<file path="config.mk">
export PLATFORM = sky130hd
export DESIGN_NAME = flash_cmd_decoder
export DESIGN_NICKNAME = d
export VERILOG_FILES = /design/src/rtl/fcd_pkg.sv /design/src/rtl/fcd_cycle_class.sv /design/src/rtl/fcd_seq_fsm.sv /design/src/rtl/fcd_busy_filter.sv /design/src/rtl/flash_cmd_decoder.sv
export SDC_FILE = /design/constraint.sdc
export NUM_CORES = 1
export LEC_CHECK = 0
export CAP_MARGIN = 15
export CORE_ASPECT_RATIO = 0.75
export CORE_MARGIN = 1.5
export CORE_UTILIZATION = 44
export CTS_BUF_LIST = sky130_fd_sc_hd__clkbuf_8 sky130_fd_sc_hd__clkbuf_16
export DETAILED_ROUTE_END_ITERATION = 16
export HOLD_SLACK_MARGIN = 0.02
export PLACE_DENSITY = 0.81
export SYNTH_ARGS = -nofsm -noshare
export SYNTH_HDL_FRONTEND = slang
export SYNTH_SLANG_ARGS = --single-unit
</file>
<file path="constraint.sdc">
create_clock -name clk -period 2.23 [get_ports clk]
set_clock_uncertainty 0.2 [all_clocks]
set_input_delay 0.3345 -clock clk [delete_from_list [all_inputs] [get_ports clk]]
set_output_delay 0.3345 -clock clk [all_outputs]
set_load 0.01 [all_outputs]
</file>
<file path="src/rtl/fcd_pkg.sv">
package fcd_pkg;

    typedef enum logic [3:0] {
        CMD_NONE         = 4'd0,
        CMD_PROGRAM      = 4'd1,
        CMD_SECTOR_ERASE = 4'd2,
        CMD_CHIP_ERASE   = 4'd3,
        CMD_WBUF_START   = 4'd4,
        CMD_WBUF_WORD    = 4'd5,
        CMD_WBUF_COMMIT  = 4'd6,
        CMD_WBUF_ABORT   = 4'd7,
        CMD_STATUS_READ  = 4'd8,
        CMD_STATUS_CLEAR = 4'd9,
        CMD_RESET        = 4'd10,
        CMD_SUSPEND      = 4'd11,
        CMD_RESUME       = 4'd12
    } cmd_kind_e;

    typedef enum logic [3:0] {
        SQ_IDLE,
        SQ_UNL1,
        SQ_UNL2,
        SQ_PROG,
        SQ_ERA1,
        SQ_ERA2,
        SQ_ERA3,
        SQ_WB_CNT,
        SQ_WB_DATA,
        SQ_WB_CONF
    } seq_state_e;

    localparam logic [10:0] UNLOCK_ADDR_A = 11'h555;
    localparam logic [10:0] UNLOCK_ADDR_B = 11'h2AA;

    localparam logic [7:0] CODE_UNLOCK_A = 8'hAA;
    localparam logic [7:0] CODE_UNLOCK_B = 8'h55;
    localparam logic [7:0] CODE_PROGRAM  = 8'hA0;
    localparam logic [7:0] CODE_ERASE    = 8'h80;
    localparam logic [7:0] CODE_SECTOR   = 8'h30;
    localparam logic [7:0] CODE_CHIP     = 8'h10;
    localparam logic [7:0] CODE_WBUF     = 8'h25;
    localparam logic [7:0] CODE_WB_CONF  = 8'h29;
    localparam logic [7:0] CODE_SR_READ  = 8'h70;
    localparam logic [7:0] CODE_SR_CLEAR = 8'h71;
    localparam logic [7:0] CODE_RESET    = 8'hF0;
    localparam logic [7:0] CODE_SUSPEND  = 8'hB0;
    localparam logic [7:0] CODE_RESUME   = 8'h30;

    // Per-write match flags shared by the sequencer
    typedef struct packed {
        logic at_a;
        logic at_b;
        logic d_aa;
        logic d_55;
        logic d_a0;
        logic d_80;
        logic d_30;
        logic d_10;
        logic d_25;
        logic d_29;
        logic d_70;
        logic d_71;
        logic d_f0;
    } cyc_class_t;

endpackage

</file>
<file path="src/rtl/fcd_cycle_class.sv">
module fcd_cycle_class
    import fcd_pkg::*;
#(
    parameter int UNLOCK_BITS = 11
) (
    input  logic [UNLOCK_BITS-1:0] low_addr,
    input  logic [7:0]             code,
    output cyc_class_t             cls,
    output logic                   is_suspend,
    output logic                   is_resume
);

    always_comb begin
        cls.at_a   = (low_addr == UNLOCK_BITS'(UNLOCK_ADDR_A));
        cls.at_b   = (low_addr == UNLOCK_BITS'(UNLOCK_ADDR_B));
        cls.d_aa   = (code == CODE_UNLOCK_A);
        cls.d_55   = (code == CODE_UNLOCK_B);
        cls.d_a0   = (code == CODE_PROGRAM);
        cls.d_80   = (code == CODE_ERASE);
        cls.d_30   = (code == CODE_SECTOR);
        cls.d_10   = (code == CODE_CHIP);
        cls.d_25   = (code == CODE_WBUF);
        cls.d_29   = (code == CODE_WB_CONF);
        cls.d_70   = (code == CODE_SR_READ);
        cls.d_71   = (code == CODE_SR_CLEAR);
        cls.d_f0   = (code == CODE_RESET);
        is_suspend = (code == CODE_SUSPEND);
        is_resume  = (code == CODE_RESUME);
    end

endmodule

</file>
<file path="src/rtl/fcd_seq_fsm.sv">
module fcd_seq_fsm
    import fcd_pkg::*;
#(
    parameter int DATA_W    = 16,
    parameter int SECT_W    = 8,
    parameter int BUF_WORDS = 256
) (
    input  logic              clk,
    input  logic              rst_n,
    input  logic              wr_en,
    input  logic              flush,
    input  logic [SECT_W-1:0] wr_sect,
    input  logic [DATA_W-1:0] wr_data,
    input  cyc_class_t        cls,
    output logic              emit_valid,
    output cmd_kind_e         emit_kind,
    output logic              is_idle
);

    localparam int CNT_W = (BUF_WORDS > 1) ? $clog2(BUF_WORDS) : 1;
    localparam logic [DATA_W-1:0] CNT_LIMIT = DATA_W'(BUF_WORDS);

    typedef struct packed {
        seq_state_e        st;
        logic [SECT_W-1:0] sect;
        logic [CNT_W-1:0]  left;
    } seq_t;

    seq_t seq_d, seq_q;
    logic same_sect;

    assign same_sect = (wr_sect == seq_q.sect);
    assign is_idle   = (seq_q.st == SQ_IDLE);

    always_comb begin
        seq_d      = seq_q;
        emit_valid = 1'b0;
        emit_kind  = CMD_NONE;
        if (flush) begin
            seq_d.st = SQ_IDLE;
        end else if (wr_en) begin
            // any write that does not match the expected step ends in idle
            seq_d.st = SQ_IDLE;
            unique case (seq_q.st)
                SQ_IDLE: begin
                    if (cls.at_a && cls.d_aa) begin
                        seq_d.st = SQ_UNL1;
                    end else if (cls.at_a && cls.d_70) begin
                        emit_valid = 1'b1;
                        emit_kind  = CMD_STATUS_READ;
                    end else if (cls.at_a && cls.d_71) begin
                        emit_valid = 1'b1;
                        emit_kind  = CMD_STATUS_CLEAR;
                    end else if (cls.d_f0) begin
                        emit_valid = 1'b1;
                        emit_kind  = CMD_RESET;
                    end
                end
                SQ_UNL1: begin
                    if (cls.at_b && cls.d_55) seq_d.st = SQ_UNL2;
                end
                SQ_UNL2: begin
                    if (cls.at_a && cls.d_a0) begin
                        seq_d.st = SQ_PROG;
                    end else if (cls.at_a && cls.d_80) begin
                        seq_d.st = SQ_ERA1;
                    end else if (cls.d_25) begin
                        seq_d.st   = SQ_WB_CNT;
                        seq_d.sect = wr_sect;
                    end
                end
                SQ_PROG: begin
                    emit_valid = 1'b1;
                    emit_kind  = CMD_PROGRAM;
                end
                SQ_ERA1: begin
                    if (cls.at_a && cls.d_aa) seq_d.st = SQ_ERA2;
                end
                SQ_ERA2: begin
                    if (cls.at_b && cls.d_55) seq_d.st = SQ_ERA3;
                end
                SQ_ERA3: begin
                    if (cls.d_30) begin
                        emit_valid = 1'b1;
                        emit_kind  = CMD_SECTOR_ERASE;
                    end else if (cls.at_a && cls.d_10) begin
                        emit_valid = 1'b1;
                        emit_kind  = CMD_CHIP_ERASE;
                    end
                end
                SQ_WB_CNT: begin
                    emit_valid = 1'b1;
                    if (same_sect && (wr_data < CNT_LIMIT)) begin
                        emit_kind  = CMD_WBUF_START;
                        seq_d.st   = SQ_WB_DATA;
                        seq_d.left = wr_data[CNT_W-1:0];
                    end else begin
                        emit_kind  = CMD_WBUF_ABORT;
                    end
                end
                SQ_WB_DATA: begin
                    emit_valid = 1'b1;
                    if (same_sect) begin
                        emit_kind = CMD_WBUF_WORD;
                        if (seq_q.left == '0) begin
                            seq_d.st = SQ_WB_CONF;
                        end else begin
                            seq_d.st   = SQ_WB_DATA;
                            seq_d.left = seq_q.left - 1'b1;
                        end
                    end else begin
                        emit_kind = CMD_WBUF_ABORT;
                    end
                end
                SQ_WB_CONF: begin
                    emit_valid = 1'b1;
                    emit_kind  = (same_sect && cls.d_29) ? CMD_WBUF_COMMIT
                                                         : CMD_WBUF_ABORT;
                end
                default: seq_d.st = SQ_IDLE;
            endcase
        end
    end

    always_ff @(posedge clk or negedge rst_n) begin
        if (!rst_n) begin
            seq_q.st   <= SQ_IDLE;
            seq_q.sect <= '0;
            seq_q.left <= '0;
        end else begin
            seq_q <= seq_d;
        end
    end

endmodule

</file>
<file path="src/rtl/fcd_busy_filter.sv">
module fcd_busy_filter
    import fcd_pkg::*;
(
    input  logic      clk,
    input  logic      rst_n,
    input  logic      wr_en,
    input  logic      op_busy,
    input  logic      at_a,
    input  logic      d_70,
    input  logic      is_suspend,
    input  logic      is_resume,
    input  logic      seq_idle,
    input  logic      seq_emit_valid,
    input  cmd_kind_e seq_emit_kind,
    output logic      seq_wr_en,
    output logic      seq_flush,
    output logic      side_valid,
    output cmd_kind_e side_kind,
    output logic      run_is_chip,
    output logic      suspended
);

    typedef struct packed {
        logic susp;
        logic chip;
    } flt_t;

    flt_t flt_d, flt_q;
    logic resume_hit, status_hit, suspend_hit;

    always_comb begin
        resume_hit  = wr_en && !op_busy && flt_q.susp && seq_idle && is_resume;
        status_hit  = wr_en && op_busy && at_a && d_70;
        suspend_hit = wr_en && op_busy && is_suspend && !flt_q.susp && !flt_q.chip;

        seq_flush = op_busy;
        seq_wr_en = wr_en && !op_busy && !resume_hit;

        side_valid = resume_hit || status_hit || suspend_hit;
        if (resume_hit)       side_kind = CMD_RESUME;
        else if (status_hit)  side_kind = CMD_STATUS_READ;
        else if (suspend_hit) side_kind = CMD_SUSPEND;
        else                  side_kind = CMD_NONE;

        flt_d = flt_q;
        if (suspend_hit) flt_d.susp = 1'b1;
        if (resume_hit)  flt_d.susp = 1'b0;
        if (seq_emit_valid) begin
            unique case (seq_emit_kind)
                CMD_CHIP_ERASE:                                  flt_d.chip = 1'b1;
                CMD_PROGRAM, CMD_SECTOR_ERASE, CMD_WBUF_COMMIT: flt_d.chip = 1'b0;
                default: ;
            endcase
        end
    end

    assign run_is_chip = flt_q.chip;
    assign suspended   = flt_q.susp;

    always_ff @(posedge clk or negedge rst_n) begin
        if (!rst_n) begin
            flt_q.susp <= 1'b0;
            flt_q.chip <= 1'b0;
        end else begin
            flt_q <= flt_d;
        end
    end

endmodule

</file>
<file path="src/rtl/flash_cmd_decoder.sv">
module flash_cmd_decoder
    import fcd_pkg::*;
#(
    parameter int ADDR_W      = 24,
    parameter int DATA_W      = 16,
    parameter int UNLOCK_BITS = 11,
    parameter int SECT_LSB    = 16,
    parameter int BUF_WORDS   = 256
) (
    input  logic              clk,
    input  logic              rst_n,
    input  logic              wr_en,
    input  logic [ADDR_W-1:0] wr_addr,
    input  logic [DATA_W-1:0] wr_data,
    input  logic              op_busy,
    output logic              cmd_valid,
    output logic [3:0]        cmd_kind,
    output logic [ADDR_W-1:0] cmd_addr,
    output logic [DATA_W-1:0] cmd_data
);

    localparam int SECT_W = ADDR_W - SECT_LSB;

    typedef struct packed {
        logic              valid;
        cmd_kind_e         kind;
        logic [ADDR_W-1:0] addr;
        logic [DATA_W-1:0] data;
    } out_t;

    out_t       out_d, out_q;
    cyc_class_t cls;
    logic       is_suspend, is_resume;
    logic       seq_wr_en, seq_flush, seq_idle, seq_emit_valid;
    cmd_kind_e  seq_emit_kind;
    logic       side_valid;
    cmd_kind_e  side_kind;
    logic       run_is_chip;
    logic       suspended;

    fcd_cycle_class #(
        .UNLOCK_BITS (UNLOCK_BITS)
    ) u_class (
        .low_addr   (wr_addr[UNLOCK_BITS-1:0]),
        .code       (wr_data[7:0]),
        .cls        (cls),
        .is_suspend (is_suspend),
        .is_resume  (is_resume)
    );

    fcd_seq_fsm #(
        .DATA_W    (DATA_W),
        .SECT_W    (SECT_W),
        .BUF_WORDS (BUF_WORDS)
    ) u_seq (
        .clk        (clk),
        .rst_n      (rst_n),
        .wr_en      (seq_wr_en),
        .flush      (seq_flush),
        .wr_sect    (wr_addr[ADDR_W-1:SECT_LSB]),
        .wr_data    (wr_data),
        .cls        (cls),
        .emit_valid (seq_emit_valid),
        .emit_kind  (seq_emit_kind),
        .is_idle    (seq_idle)
    );

    fcd_busy_filter u_filter (
        .clk            (clk),
        .rst_n          (rst_n),
        .wr_en          (wr_en),
        .op_busy        (op_busy),
        .at_a           (cls.at_a),
        .d_70           (cls.d_70),
        .is_suspend     (is_suspend),
        .is_resume      (is_resume),
        .seq_idle       (seq_idle),
        .seq_emit_valid (seq_emit_valid),
        .seq_emit_kind  (seq_emit_kind),
        .seq_wr_en      (seq_wr_en),
        .seq_flush      (seq_flush),
        .side_valid     (side_valid),
        .side_kind      (side_kind),
        .run_is_chip    (run_is_chip),
        .suspended      (suspended)
    );

    always_comb begin
        out_d = '0;
        if (side_valid || seq_emit_valid) begin
            out_d.valid = 1'b1;
            out_d.kind  = side_valid ? side_kind : seq_emit_kind;
            out_d.addr  = wr_addr;
            out_d.data  = wr_data;
        end
    end

    always_ff @(posedge clk or negedge rst_n) begin
        if (!rst_n) begin
            out_q <= '0;
        end else begin
            out_q <= out_d;
        end
    end

    assign cmd_valid = out_q.valid;
    assign cmd_kind  = out_q.kind;
    assign cmd_addr  = out_q.addr;
    assign cmd_data  = out_q.data;

endmodule

</file>
# Word-level counts from Yosys, hierarchy flattened
# Index checks and enable logic that the tools add are counted.
totals:
  register_bits: 67
  output_inout_bits: 45
  wordCells: 132
classes:
  addsub: 1
  n_lt_le_gt_ge: 1
  n_eq_ne: 31
  muxes: 49
  bitwise: 3
  n_reduce_logical: 38
op_table:
  columns: ["operator", "count"]
  rows:
  - ["$mux 4", 16]
  - ["$mux 8", 6]
  - ["$mux 45", 1]
  - ["$eq 8x8->1 const B", 5]
  - ["$pmux 4 s7", 1]
  - ["$eq 8x6->1 const B", 3]
  - ["$eq 8x7->1 const B", 3]
  - ["$pmux 4 s6", 1]
  - ["$eq 4x3->1 const B", 5]
  - ["$logic_and 1x1->1", 20]
  - ["$mux 20", 1]
  - ["$eq 4x2->1 const B", 4]
  - ["$lt 16x9->1 const B", 1]
  - ["$pmux 8 s2", 1]
  - ["$mux 1", 13]
  - ["$reduce_and 6->1", 2]
  - ["$eq 11x10->1 const B", 1]
  - ["$eq 11x11->1 const B", 1]
  - ["$mux 11", 1]
  - ["$eq 4x1->1 const B", 2]
  - ["$eq 4x4->1 const B", 2]
  - ["$eq 8x5->1 const B", 1]
  - ["$eq 8x8->1", 1]
  - ["$logic_not 8->1", 1]
  - ["15 further kinds", 30]

# Longest topological paths before layout
depth:
  ltp_word: 13
  mapped_depth: 9

# Cells and area by module
# A second synthesis with hierarchy kept.
unflattened:
  hier_cells: 337
  area_unflattened_um2: 3397.0
by_module_without_submodules:
  columns: ["mod", "n_inst", "cells_each", "area_each_um2", "seq_area_each_um2"]
  rows:
  - ["fcd_seq_fsm", 1, 176, 1496.4, 500.5]
  - ["flash_cmd_decoder", 1, 104, 1468.9, 1126.1]
  - ["fcd_cycle_class", 1, 33, 244.0, 0.0]
  - ["fcd_busy_filter", 1, 24, 187.7, 50.0]

# Worst setup path before layout
# Ideal clock, no wire load.
synth_timing:
  path_type: "input -> register"
  from: "input port wr_data[1]"
  to: "register u_seq.seq_q[10] in the netlist's numbering"
  arrival_ps: 1978
  slack_ps: -76
  stages: 7
  path_buffers: 2
  cell_sequence: "or4_4 -> nor3_4 -> a31o_2 -> buf_2 -> or3_1 -> buf_2 -> mux2_1"
synth_via:
  elab_chain_len: 5
  elab_cells_between_ends: 12
synth_rtl:
  columns: ["element", "line_no", "rtl"]
  rows:
  - ["start: declaration", "flash_cmd_decoder.sv:14", "input logic [DATA_W-1:0] wr_data,"]
  - ["$eq 8x6->1", "fcd_cycle_class.sv:28", "is_resume = (code == CODE_RESUME);"]
  - ["$logic_and 1x1->1", "fcd_busy_filter.sv:32", "resume_hit = wr_en && !op_busy && flt_q.susp && seq_idle && is_resume;"]
  - ["$logic_not 1->1", "fcd_busy_filter.sv:37", "seq_wr_en = wr_en && !op_busy && !resume_hit;"]
  - ["$logic_and 1x1->1", "fcd_busy_filter.sv:37", null]
  - ["$reduce_and 6->1 (no source line) (*)", null, null]
  - ["end signal: assignment", "fcd_seq_fsm.sv:131", "seq_q <= seq_d;"]
  - ["end: declaration", "fcd_seq_fsm.sv:29", "seq_t seq_d, seq_q;"]
# Mark *: on every way between the ends. The rest lies on a longest branch, timed or not.
# A chain may end at the register's enable or synchronous reset.

==> metrics.cfg <==
[route]
via_per_inst=5.48
wirelength_mm=10.6
ant_nets=0
vias=3233
wl_per_cell_microns=17.9
remaining_drc_errors=0
drt_iter0_drc=197
drtPass1Iterations=5

[cts]
tritoncts=yes
path_clk_slew_ps=70
cts_buffer_depth=2
clock_latency_ps=340
cts_buffers=9
clock_sinks=67
cts_htree_levels=3
cts-root-buf=clkbuf_8

[hold_path]
hp-start=wr_data[2]
hp-class=in2reg

[critical_path]
cp-end-kind=flop
cp_cell_sequence=nor4_2, buf_4, and3_4, buf_6, a311oi_4, a21boi_4, a311oi_4, buf_6, buf_12, nor2b_2
crit_fanout=8
worstPathRequired_ps=2260
cpLargestDelayFamily=buffers and inverters
worstSetupPathType=reg2reg
cp_num_buf_inv=4
crit_start=u_seq.seq_q[17]$_DFFE_PN0P_
crit_arrival_ps=2500
crit_path_start_kind=flop
cp_slowest_stage_delay_ps=420
cpMaxStageDelayCell=dfrtp_1
r2r_start=u_seq.seq_q[17]$_DFFE_PN0P_

[global_route]
first_global_vias=3100
grt_pass1_wl_mm=15.7
antenna_found_initial=0
overflow=0
grt.total_usage_pct=24.8
grt_max_degree=68

[power]
p_leak_nw=2.55
p_int_mw=1.83
powerDensity_nw_per_um2=434
p_clk_share_pct=36.3
power_mw=2.44
combinationalPowerShare_pct=13.6
vdd_ir_drop_max_mv=0.300
seq_power_share_pct=50.1
p_switching_mw=0.603
switching_share_pct=24.7

[synth]
avgSynthCellArea_sq_um=10.8
ys_types=55
yosysTopAreaCell=dfrtp_1
ys_seq_area_share_pct=49.9
ys_async_sr_fraction_pct=100
synth_area_sq_um=3360
syn_inst=310
synth_warnings=0
yosys.area.top_type_share_pct=49.9
ys_ff_latch=67
ys.flop_type=dfrtp_1
syn_nets=355
synth_edf_count=0
synth_area_leaders=dfrtp_1 (50%), nor2b_2 (9.9%), a21oi_1 (2.7%), mux2_1 (2.7%), o21ai_0 (2.1%)

[cells_and_area]
fill_cells=511
post-route-util_pct=76.3
n_antenna_cell=0
drive_gt1_share_pct=38.4
finalInstanceArea_sq_um=5620
area.growth.synth_to_final_pct=67.4
nets=530

[sta]
max_freq_ghz=0.406
setup_slack_ps=-234
period_needed_ps=2460
finalHoldViolCount=0
grt_setup_unrepaired=true
slew_headroom_pct=71.6
fin_crit_sh_pct=111
setup_tns_ps=-9600
worstMarginPinSlew_ps=425
drv_slew=0
setup_viol=59

[placed_design]
placed_area_sq_um=4850
place.gp.congestion=0.892
hpwl_mm=6.48
port-buffer-count=88

[floorplan]
start_util_pct=45.6
die_area_sq_um=8170
rows=27
ios=89
die_h_microns=78.6
core_sq_um=7360
die_w_microns=104

[run_status]
violations=setup timing
outcome=finished, violations left

[run]
maxCapViolCount=0

-- worst register-to-register path, stage by stage (launching register included) --
cell and delay, ps:
dfrtp_1 420, nor4_2 310, buf_4 170, and3_4 200, buf_6 110, a311oi_4 90
a21boi_4 180, a311oi_4 250, buf_6 210, buf_12 160, nor2b_2 60
-- synth_stat cells (2+ instances only) --
master	number
o21a_1	2
nand3_1	7
nand2_1	13
dfrtp_1	67
clkbuf_1	9
a31o_2	2
buf_2	4
nand4b_1	5
nor4_1	6
nor2_1	13
xor2_1	8
and2_1	3
mux2_1	8
o21ai_0	14
nor2b_2	38
nand2b_1	9
a21oi_1	18
and3_1	4
a21o_1	3
a31oi_1	2
buf_6	4
or4_1	2
nand4_1	7
nor2b_1	5
nand3b_1	6
nor3_1	6
o21ai_1	3
nor3b_1	4
or3_1	3
nor4b_1	3
o211ai_1	3
inv_1	6
-- power groups by stage --
stage | combinational, mW | clock, mW | sequential [mW]
2_1_floorplan | 0.0774 | 0 | 1.24
3_3_place_gp | 0.270 | 0 | 1.24
3_5_place_dp | 0.275 | 0 | 1.24
4_1_cts | 0.298 | 0.886 | 1.22
5_1_grt | 0.353 | 0.952 | 1.22
6_report | 0.332 | 0.884 | 1.22
-- final cells by class --
class	instances	area, sq um	area share, %
timing repair buffer	181	1750	31.1
inverter	7	26.3	0.467
sequential	67	1680	29.8
clock buffer	10	138	2.45
clock inverter	5	30.0	0.534
tap	101	126	2.25
multi-input combinational	219	1880	33.4
-- cells in the final DEF (no fill, tap or decap), drive strengths merged, types with 2 or more instances in the layout --
cell,netlist,final
a21o,3,3
a21oi,18,18
a311oi,2,2
a31o,2,2
a31oi,2,2
and2,3,3
and3,4,4
buf,8,92
clkbuf,9,11
clkdlybuf4s50,0,83
clkinv,0,3
clkinvlp,0,2
dfrtp,67,67
dlygate4sd2,0,3
inv,7,7
mux2,8,8
nand2,13,13
nand2b,9,9
nand3,7,7
nand3b,6,6
nand4,7,7
nand4b,5,5
nor2,14,14
nor2b,43,43
nor3,8,8
nor3b,4,4
nor4,6,6
nor4b,3,3
o211ai,3,3
o21a,2,2
o21ai,17,17
o32ai,2,2
or3,3,3
or4,3,3
xor2,8,8
-- state kept, by name, summed over array words and instances, names as in the netlist --
signal	count
cmd_addr	24
cmd_data	16
cmd_kind	4
cmd_valid	1
u_filter.run_is_chip	1
u_filter.suspended	1
u_seq.seq_q	20
-- kinds of logic after synthesis --
kind of cell | Yosys count | share of synthesized area [%]
AND/OR/NAND/NOR | 143 | 29.3
flip-flops | 67 | 49.9
AO/OA/AOI/OAI | 58 | 11.6
buffers and inverters | 24 | 3.73
multiplexers | 9 | 2.98
XOR/XNOR | 8 | 2.09
adder cells (fa/ha/maj) | 1 | 0.373
-- per-stage QoR --
stage               setup slack, ps  std cells  hold slack (ps)
floorplan                     -31.0        310             -161
global placement               -807        556              175
finish                         -234        590              312
detailed placement             -873        556              181
CTS                            -135        581              303
global route                   -262        590              324
-- what timing repair did --
action	in CTS	in global routing
hold buffers	1	0
pin swaps	9	8
cloned	4	1
setup buffers	6	8
endpoints found under the setup margin	59	61
resized for setup	48	41
hold endpoints to repair	67	0
-- worst paths after layout --
path / depth (start not counted) / slack (ps) / end
min: 3 / 310 / cmd_data[2]$_DFF_PN0_
max: 10 / -230 / cmd_data[13]$_DFF_PN0_
min reg2reg: 1 / 340 / u_seq.seq_q[9]$_DFFE_PN0P_
max reg2reg: 10 / -230 / cmd_data[13]$_DFF_PN0_
min in group asynchronous: 3 / 340 / u_filter.suspended$_DFFE_PN0P_
max in group asynchronous: 3 / 1200 / u_seq.seq_q[2]$_DFFE_PN0P_
-- metal layers --
layer | GRT usage [%] | vias up | wire length, microns
met5 | 0 | - | 0
met4 | 7.64 | 0 | 192
met3 | 6.31 | 20 | 620
met2 | 39.9 | 147 | 5170
met1 | 33.1 | 1612 | 4570
li1 | - | 1454 | -
(Power assumes the default switching activity.)
